**config.mk**
```make
export PLATFORM = sky130hd
export DESIGN_NAME = pt_walker
export DESIGN_NICKNAME = d
export VERILOG_FILES = /design/src/rtl/pt_walker_pkg.sv /design/src/rtl/pt_va_split.sv /design/src/rtl/pt_pte_decode.sv /design/src/rtl/pt_walk_fsm.sv /design/src/rtl/pt_walker.sv
export SDC_FILE = /design/constraint.sdc
export NUM_CORES = 1
export LEC_CHECK = 0
export BUFFER_PORTS_ARGS = -buffer_cell sky130_fd_sc_hd__buf_2
export CAP_MARGIN = 5
export CORE_ASPECT_RATIO = 0.8
export CORE_MARGIN = 1.5
export CORE_UTILIZATION = 40
export CTS_CLUSTER_SIZE = 8
export DETAILED_ROUTE_END_ITERATION = 6
export PLACE_DENSITY = 0.71
export SYNTH_ARGS = -nofsm -noshare
export SYNTH_HDL_FRONTEND = slang
export SYNTH_SLANG_ARGS = --single-unit
```
**constraint.sdc**
```tcl
create_clock -name clk -period 3.32 [get_ports clk]
set_input_delay 0.332 -clock clk [delete_from_list [all_inputs] [get_ports clk]]
set_output_delay 0.332 -clock clk [all_outputs]
set_load 0.01 [all_outputs]
```
**src/rtl/pt_walker_pkg.sv**
```systemverilog
// Shared types and entry bit positions for the page table walker.
package pt_walker_pkg;
    localparam int PTE_W       = 32;
    localparam int PTE_PRESENT = 0;
    localparam int PTE_WRITE   = 1;
    localparam int PTE_USER    = 2;
    localparam int PTE_REF     = 5;
    localparam int PTE_MOD     = 6;

    typedef enum logic [2:0] {
        WS_IDLE,
        WS_RD_TOP,
        WS_WAIT_TOP,
        WS_RD_LEAF,
        WS_WAIT_LEAF,
        WS_DONE,
        WS_FAULT
    } walk_state_e;

    typedef struct packed {
        logic modified;
        logic referenced;
        logic user;
        logic writable;
    } perm_t;
endpackage

```
**src/rtl/pt_va_split.sv**
```systemverilog
// Splits a virtual address into per-level table indices and the page offset.
// Assumes two levels of equal index width above the offset.
module pt_va_split #(
    parameter int IDX_W = 10,
    parameter int OFF_W = 12,
    localparam int LEVELS = 2,
    localparam int VA_W = LEVELS*IDX_W + OFF_W
) (
    input  logic [VA_W-1:0]  va,
    output logic [IDX_W-1:0] idx_top,
    output logic [IDX_W-1:0] idx_leaf,
    output logic [OFF_W-1:0] off
);
    logic [IDX_W-1:0] idx [LEVELS];

    // One index field per level, most significant level first.
    for (genvar l = 0; l < LEVELS; l++) begin : g_lvl
        assign idx[l] = va[OFF_W + (LEVELS-1-l)*IDX_W +: IDX_W];
    end

    assign idx_top  = idx[0];
    assign idx_leaf = idx[LEVELS-1];
    assign off      = va[OFF_W-1:0];
endmodule

```
**src/rtl/pt_pte_decode.sv**
```systemverilog
// Decodes a table entry into present bit, frame number and permissions.
// Assumes the frame number occupies the upper PFN_W bits of the entry.
module pt_pte_decode
    import pt_walker_pkg::*;
#(
    parameter int PFN_W = 20
) (
    input  logic [PTE_W-1:0] entry,
    output logic             present,
    output logic [PFN_W-1:0] pfn,
    output perm_t            perm
);
    // Field extraction only; no state.
    always_comb begin
        present         = entry[PTE_PRESENT];
        pfn             = entry[PTE_W-1 -: PFN_W];
        perm.modified   = entry[PTE_MOD];
        perm.referenced = entry[PTE_REF];
        perm.user       = entry[PTE_USER];
        perm.writable   = entry[PTE_WRITE];
    end
endmodule

```
**src/rtl/pt_walk_fsm.sv**
```systemverilog
// Sequencer for one two-level walk: issues the two reads, checks presence,
// latches the result and holds it until acknowledged.
// Assumes memory answers each accepted read exactly once, in order.
module pt_walk_fsm
    import pt_walker_pkg::*;
#(
    parameter int IDX_W = 10,
    parameter int OFF_W = 12,
    parameter int PA_W  = 32,
    parameter int PID_W = 8,
    localparam int VA_W  = 2*IDX_W + OFF_W,
    localparam int PFN_W = PA_W - OFF_W,
    localparam int SH    = $clog2(PTE_W/8)
) (
    input  logic             clk,
    input  logic             rst_n,
    input  logic             req_valid,
    output logic             req_ready,
    input  logic [VA_W-1:0]  req_vaddr,
    input  logic [PA_W-1:0]  req_root,
    input  logic [PID_W-1:0] req_pid,
    input  logic [IDX_W-1:0] idx_top,
    input  logic [IDX_W-1:0] idx_leaf,
    output logic             mem_rd_valid,
    input  logic             mem_rd_ready,
    output logic [PA_W-1:0]  mem_rd_addr,
    input  logic             mem_rsp_valid,
    input  logic             ent_present,
    input  logic [PFN_W-1:0] ent_pfn,
    input  perm_t            ent_perm,
    output logic [VA_W-1:0]  va_q,
    output logic [PID_W-1:0] pid_q,
    output logic [PFN_W-1:0] leaf_pfn_q,
    output perm_t            leaf_perm_q,
    output logic             rsp_valid,
    input  logic             rsp_ack,
    output logic             rsp_fault,
    output logic             rsp_level
);
    walk_state_e      st, st_nx;
    logic [PA_W-1:0]  root_q;
    logic [PFN_W-1:0] tbl_pfn_q;
    logic             level_q;
    logic [PA_W-1:0]  top_addr, leaf_addr;

    // Entry addresses for each level.
    always_comb begin
        top_addr  = root_q + (PA_W'(idx_top) << SH);
        leaf_addr = {tbl_pfn_q, {OFF_W{1'b0}}} + (PA_W'(idx_leaf) << SH);
    end

    // Next-state decision.
    always_comb begin
        st_nx = st;
        unique case (st)
            WS_IDLE:      if (req_valid) st_nx = WS_RD_TOP;
            WS_RD_TOP:    if (mem_rd_ready) st_nx = WS_WAIT_TOP;
            WS_WAIT_TOP:  if (mem_rsp_valid) st_nx = ent_present ? WS_RD_LEAF : WS_FAULT;
            WS_RD_LEAF:   if (mem_rd_ready) st_nx = WS_WAIT_LEAF;
            WS_WAIT_LEAF: if (mem_rsp_valid) st_nx = ent_present ? WS_DONE : WS_FAULT;
            WS_DONE,
            WS_FAULT:     if (rsp_ack) st_nx = WS_IDLE;
            default:      st_nx = WS_IDLE;
        endcase
    end

    // State register.
    always_ff @(posedge clk) begin
        if (!rst_n) st <= WS_IDLE;
        else        st <= st_nx;
    end

    // Capture of request, intermediate table frame and leaf result.
    always_ff @(posedge clk) begin
        if (!rst_n) begin
            va_q        <= '0;
            root_q      <= '0;
            pid_q       <= '0;
            tbl_pfn_q   <= '0;
            leaf_pfn_q  <= '0;
            leaf_perm_q <= '0;
            level_q     <= 1'b0;
        end else begin
            if (st == WS_IDLE && req_valid) begin
                va_q   <= req_vaddr;
                root_q <= req_root;
                pid_q  <= req_pid;
            end
            if (st == WS_WAIT_TOP && mem_rsp_valid) begin
                tbl_pfn_q <= ent_pfn;
                level_q   <= 1'b0;
            end
            if (st == WS_WAIT_LEAF && mem_rsp_valid) begin
                leaf_pfn_q  <= ent_pfn;
                leaf_perm_q <= ent_perm;
                level_q     <= 1'b1;
            end
        end
    end

    // Port-level decode of the state.
    always_comb begin
        req_ready    = (st == WS_IDLE);
        mem_rd_valid = (st == WS_RD_TOP) || (st == WS_RD_LEAF);
        mem_rd_addr  = (st == WS_RD_LEAF) ? leaf_addr : top_addr;
        rsp_valid    = (st == WS_DONE) || (st == WS_FAULT);
        rsp_fault    = (st == WS_FAULT);
        rsp_level    = level_q;
    end

    p_top_fault_r5: assert property (@(posedge clk) disable iff (!rst_n)
        (st == WS_WAIT_TOP && mem_rsp_valid && !ent_present) |=> (st == WS_FAULT && !rsp_level));

    p_leaf_fault_r6: assert property (@(posedge clk) disable iff (!rst_n)
        (st == WS_WAIT_LEAF && mem_rsp_valid && !ent_present) |=> (st == WS_FAULT && rsp_level));

    p_rd_hold_r3: assert property (@(posedge clk) disable iff (!rst_n)
        (mem_rd_valid && !mem_rd_ready) |=> (mem_rd_valid && $stable(mem_rd_addr)));

    p_stray_rsp_r10: assert property (@(posedge clk) disable iff (!rst_n)
        (st == WS_IDLE && !req_valid) |=> (st == WS_IDLE));
endmodule

```
**src/rtl/pt_walker.sv**
```systemverilog
// Two-level page table walker top: ties address split, entry decode and
// walk sequencer together and forms the physical address.
// Assumes one walk at a time and in-order single-beat read responses.
module pt_walker
    import pt_walker_pkg::*;
#(
    parameter int IDX_W = 10,
    parameter int OFF_W = 12,
    parameter int PA_W  = 32,
    parameter int PID_W = 8,
    localparam int VA_W  = 2*IDX_W + OFF_W,
    localparam int PFN_W = PA_W - OFF_W
) (
    input  logic             clk,
    input  logic             rst_n,
    input  logic             req_valid,
    output logic             req_ready,
    input  logic [VA_W-1:0]  req_vaddr,
    input  logic [PA_W-1:0]  req_root,
    input  logic [PID_W-1:0] req_pid,
    output logic             mem_rd_valid,
    input  logic             mem_rd_ready,
    output logic [PA_W-1:0]  mem_rd_addr,
    input  logic             mem_rsp_valid,
    input  logic [PTE_W-1:0] mem_rsp_data,
    output logic             rsp_valid,
    input  logic             rsp_ack,
    output logic             rsp_fault,
    output logic             rsp_level,
    output logic [VA_W-1:0]  rsp_vaddr,
    output logic [PID_W-1:0] rsp_pid,
    output logic [PFN_W-1:0] rsp_pfn,
    output logic [3:0]       rsp_perm,
    output logic [PA_W-1:0]  rsp_paddr
);
    logic [VA_W-1:0]  va_q;
    logic [IDX_W-1:0] idx_top, idx_leaf;
    logic [OFF_W-1:0] off;
    logic             ent_present;
    logic [PFN_W-1:0] ent_pfn, leaf_pfn_q;
    perm_t            ent_perm, leaf_perm_q;

    pt_va_split #(.IDX_W(IDX_W), .OFF_W(OFF_W)) u_split (
        .va(va_q), .idx_top(idx_top), .idx_leaf(idx_leaf), .off(off)
    );

    pt_pte_decode #(.PFN_W(PFN_W)) u_dec (
        .entry(mem_rsp_data), .present(ent_present), .pfn(ent_pfn), .perm(ent_perm)
    );

    pt_walk_fsm #(.IDX_W(IDX_W), .OFF_W(OFF_W), .PA_W(PA_W), .PID_W(PID_W)) u_fsm (
        .clk(clk), .rst_n(rst_n),
        .req_valid(req_valid), .req_ready(req_ready),
        .req_vaddr(req_vaddr), .req_root(req_root), .req_pid(req_pid),
        .idx_top(idx_top), .idx_leaf(idx_leaf),
        .mem_rd_valid(mem_rd_valid), .mem_rd_ready(mem_rd_ready), .mem_rd_addr(mem_rd_addr),
        .mem_rsp_valid(mem_rsp_valid),
        .ent_present(ent_present), .ent_pfn(ent_pfn), .ent_perm(ent_perm),
        .va_q(va_q), .pid_q(rsp_pid),
        .leaf_pfn_q(leaf_pfn_q), .leaf_perm_q(leaf_perm_q),
        .rsp_valid(rsp_valid), .rsp_ack(rsp_ack),
        .rsp_fault(rsp_fault), .rsp_level(rsp_level)
    );

    // Result formation: frame number joined with the page offset.
    always_comb begin
        rsp_vaddr = va_q;
        rsp_pfn   = leaf_pfn_q;
        rsp_perm  = leaf_perm_q;
        rsp_paddr = {leaf_pfn_q, off};
    end

    p_hold_rsp_r8: assert property (@(posedge clk) disable iff (!rst_n)
        (rsp_valid && !rsp_ack) |=> (rsp_valid && $stable(rsp_paddr) && $stable(rsp_fault)
                                     && $stable(rsp_level) && $stable(rsp_pid)));

    p_ack_idle_r8: assert property (@(posedge clk) disable iff (!rst_n)
        (rsp_valid && rsp_ack) |=> (req_ready && !rsp_valid));

    p_busy_excl_r9: assert property (@(posedge clk) disable iff (!rst_n)
        req_ready |-> (!mem_rd_valid && !rsp_valid));

    p_offset_r4: assert property (@(posedge clk) disable iff (!rst_n)
        (rsp_valid && !rsp_fault) |-> (rsp_paddr[OFF_W-1:0] == rsp_vaddr[OFF_W-1:0]));
endmodule

```
==> flow_summary.ini <==
[logic_synthesis]
ys_types = 46
synth_nets = 888
yosys_most_used_dff = dfxtp_1
yosysSeqAreaShare = 0.3982
syn-instance-count = 767
synth_seq_cells = 120
synth.avg_cell_area_um2 = 7.866
yosysWarnings = 0
async_reset_ff_frac = 0
synth_edf_count = 0
synth_area_um2 = 6033

[clocking]
cts_hold_buf = 0
cts_tree = built
clockBufferDepth = 2
clkLatencyLatePin_ns = 0.41
cts_num_sinks = 120
cts.clk_slew.worst_paths_ns = 0.06
cts_buffers = 17
root_buffer = clkbuf_16
cts-htree-levels = 4

[global_route]
grt_pass1_wl_mm = 26.45
grt_use_total = 0.2109
antenna_found_initial = 1
grt_overflow = 0
grt_pass1_vias = 5218
grt_max_degree = 121

[sta]
worstMarginPinSlew_ns = 1.006
max_slew_margin = 0.3294
slew_viol_final = 0
fin_setup_tns_ns = 0
setup_ws_ns = 0.1689
period_share = 0.9491
timing.hold.ws_ns = 0.1644
hold_viol = 0
grt_setup_unrepaired = no
max_freq_ghz = 0.3174
worst_clock_skew_ns = 0.01372
setup_viol = 0
min_period_ns = 3.151

[power_and_ir_drop]
ir_drop_uv = 327.7
power.total_mw = 4.376
p_per_area_nw_per_um2 = 573.6
p_leak_nw = 3.336

[worst_setup_path]
end_kind = output port
cp_slowest_cell = fa_1
crit_type = flop to output port
crit_chain = ha_1, fa_1, a211oi_1, o21ai_0, a21oi_4, buf_12, nand2b_1, xor2_1, o21ai_0, buf_2
required_ns = 2.99
worstSetupStartpointType = flop
cp_max_fo = 10
r2r_cells = 4
arrival_ns = 2.82
critPathMostFrequentCell = o21ai_0
cpPeakStageDelay_ns = 0.42

[detailed_routing]
wl_met1_mm = 8.037
post_drt_wl_per_cell_um = 14.38
route.met2.wl_mm = 7.186
postRouteAntennaNets = 0
wirelength_mm = 16.33
vias = 5510
drc = 0
initialDrtViolationCount = 316
wl_met3_um = 942
top_layer_used = met4
vias_per_cell = 4.850
dr.pass1.iters = 4

[flow_run]
drv_cap = 0

[floorplanning]
fp.dieH_um = 112.8
dieArea_um2 = 15830
die_w_um = 140.3
rows = 39
core_um2 = 14490
io_pins = 243
start_util = 0.4163

[layout]
drive_gt1_frac = 0.3039
layout_commonest_cell = nand2_1
fin_nets = 1059
fin_util = 0.5264
final_cell_mix = nand2_1, buf_2, dfxtp_1
n_fill_cell = 1437
area_growth_pct = 26.44

[placed_design]
gp_congestion = 0.8293
port-buffer-count = 235
dp_hpwl_mm = 11.61
dpl_worst_slack_ns = 0.4096

[worst_hold_path]
hp-class = input pin to flop
holdPathStages = 3

[run_status]
status = finished, final reports clean
-- timing repair --
item	in CTS	in global routing
setup endpoints to repair	5	8
setup buffers	0	1
gates resized for setup	1	0
pin swaps	0	1
-- layout make-up --
class,instances,area (um2),area share
Clock buffer,18,439.2,0.05757
Tap cell,184,230.2,0.03018
Timing Repair Buffer,241,1261,0.1653
Inverter,2,7.507,0.0009841
Antenna cell,1,2.502,0.0003280
Multi-Input combinational cell,556,3133,0.4107
Clock inverter,14,152.6,0.02001
Sequential cell,120,2402,0.3149
-- cells by family (layout without fill, tap and decap cells) --
logic type	count (synthesis)	count (layout)	synth area share
compound gates	186	186	0.2175
simple gates	324	324	0.2227
xor+xnor	28	28	0.04065
other cells	0	1	0
mux	6	6	0.01058
flops	120	120	0.3982
fa+ha+maj	12	12	0.02572
buf+inv	91	275	0.08461
-- worst max-delay path: cells and delay by family, from the launching register on --
family                     cells  cell delay [ns]
AOI/OAI and AO/OA              4             0.83
xor gates and xnor gates       1             0.18
adders and majority gates      2             0.65
buffers and inverters          2             0.28
DFF                            1             0.33
and+or+nand+nor                1             0.12
-- where the power goes --
group	internal [mW]	switching (mW)	leakage [nW]
Sequential	1.57	0.119	0.978
Clock	1.13	0.694	0.278
Combinational	0.352	0.516	2.08
-- path summary, 6_finish.rpt --
kind / startpoint / to / slack, ns
setup / recovery: u_fsm.va_q[22] / mem_rd_addr[16] / 0.17
setup reg to reg: u_fsm.st[1] / u_fsm.tbl_pfn_q[16] / 1.28
hold / removal: req_vaddr[23] / u_fsm.va_q[23] / 0.16
hold reg to reg: u_fsm.pid_q[5] / u_fsm.pid_q[5] / 0.46
-- layer usage --
metal / track usage / vias to the layer above
li1: - / 2837
met2: 0.3234 / 183
met5: 0 / -
met1: 0.2870 / 2482
met4: 0.06877 / 0
met3: 0.05882 / 8
-- through the flow --
step                cells  cell area (um2)
floorplan             767             6033
global placement     1102             7007
detailed placement   1102             7007
CTS                  1134             7606
global route         1135             7626
finish               1136             7629
-- sequential cells by signal (all words and copies together), names as in the netlist --
name               count
u_fsm.leaf_perm_q      4
u_fsm.pid_q            8
u_fsm.rsp_level        1
u_fsm.tbl_pfn_q       20
u_fsm.va_q            32
u_fsm.leaf_pfn_q      20
u_fsm.root_q          32
u_fsm.st               3
-- synthesized netlist by cell type, drive strengths merged (3+ instances only) --
library cell  number  area (um2)
a211oi             3       27.52
a21boi           118       885.9
a21o               3       22.52
a21oi             11       62.56
and2               3       18.77
and3               4       26.28
buf               51       360.3
clkbuf            38       142.6
dfxtp            120        2402
ha                10       125.1
mux2               3       33.78
mux2i              3       30.03
nand2            271        1017
nand3              7       35.03
nor2              12       45.04
nor2b              8       50.05
nor3               7       40.04
o2111ai            4       35.03
o211ai             4       35.03
o21ai             40       200.2
xnor2             12       105.1
xor2              16       140.1
(Power assumes the default switching activity.)
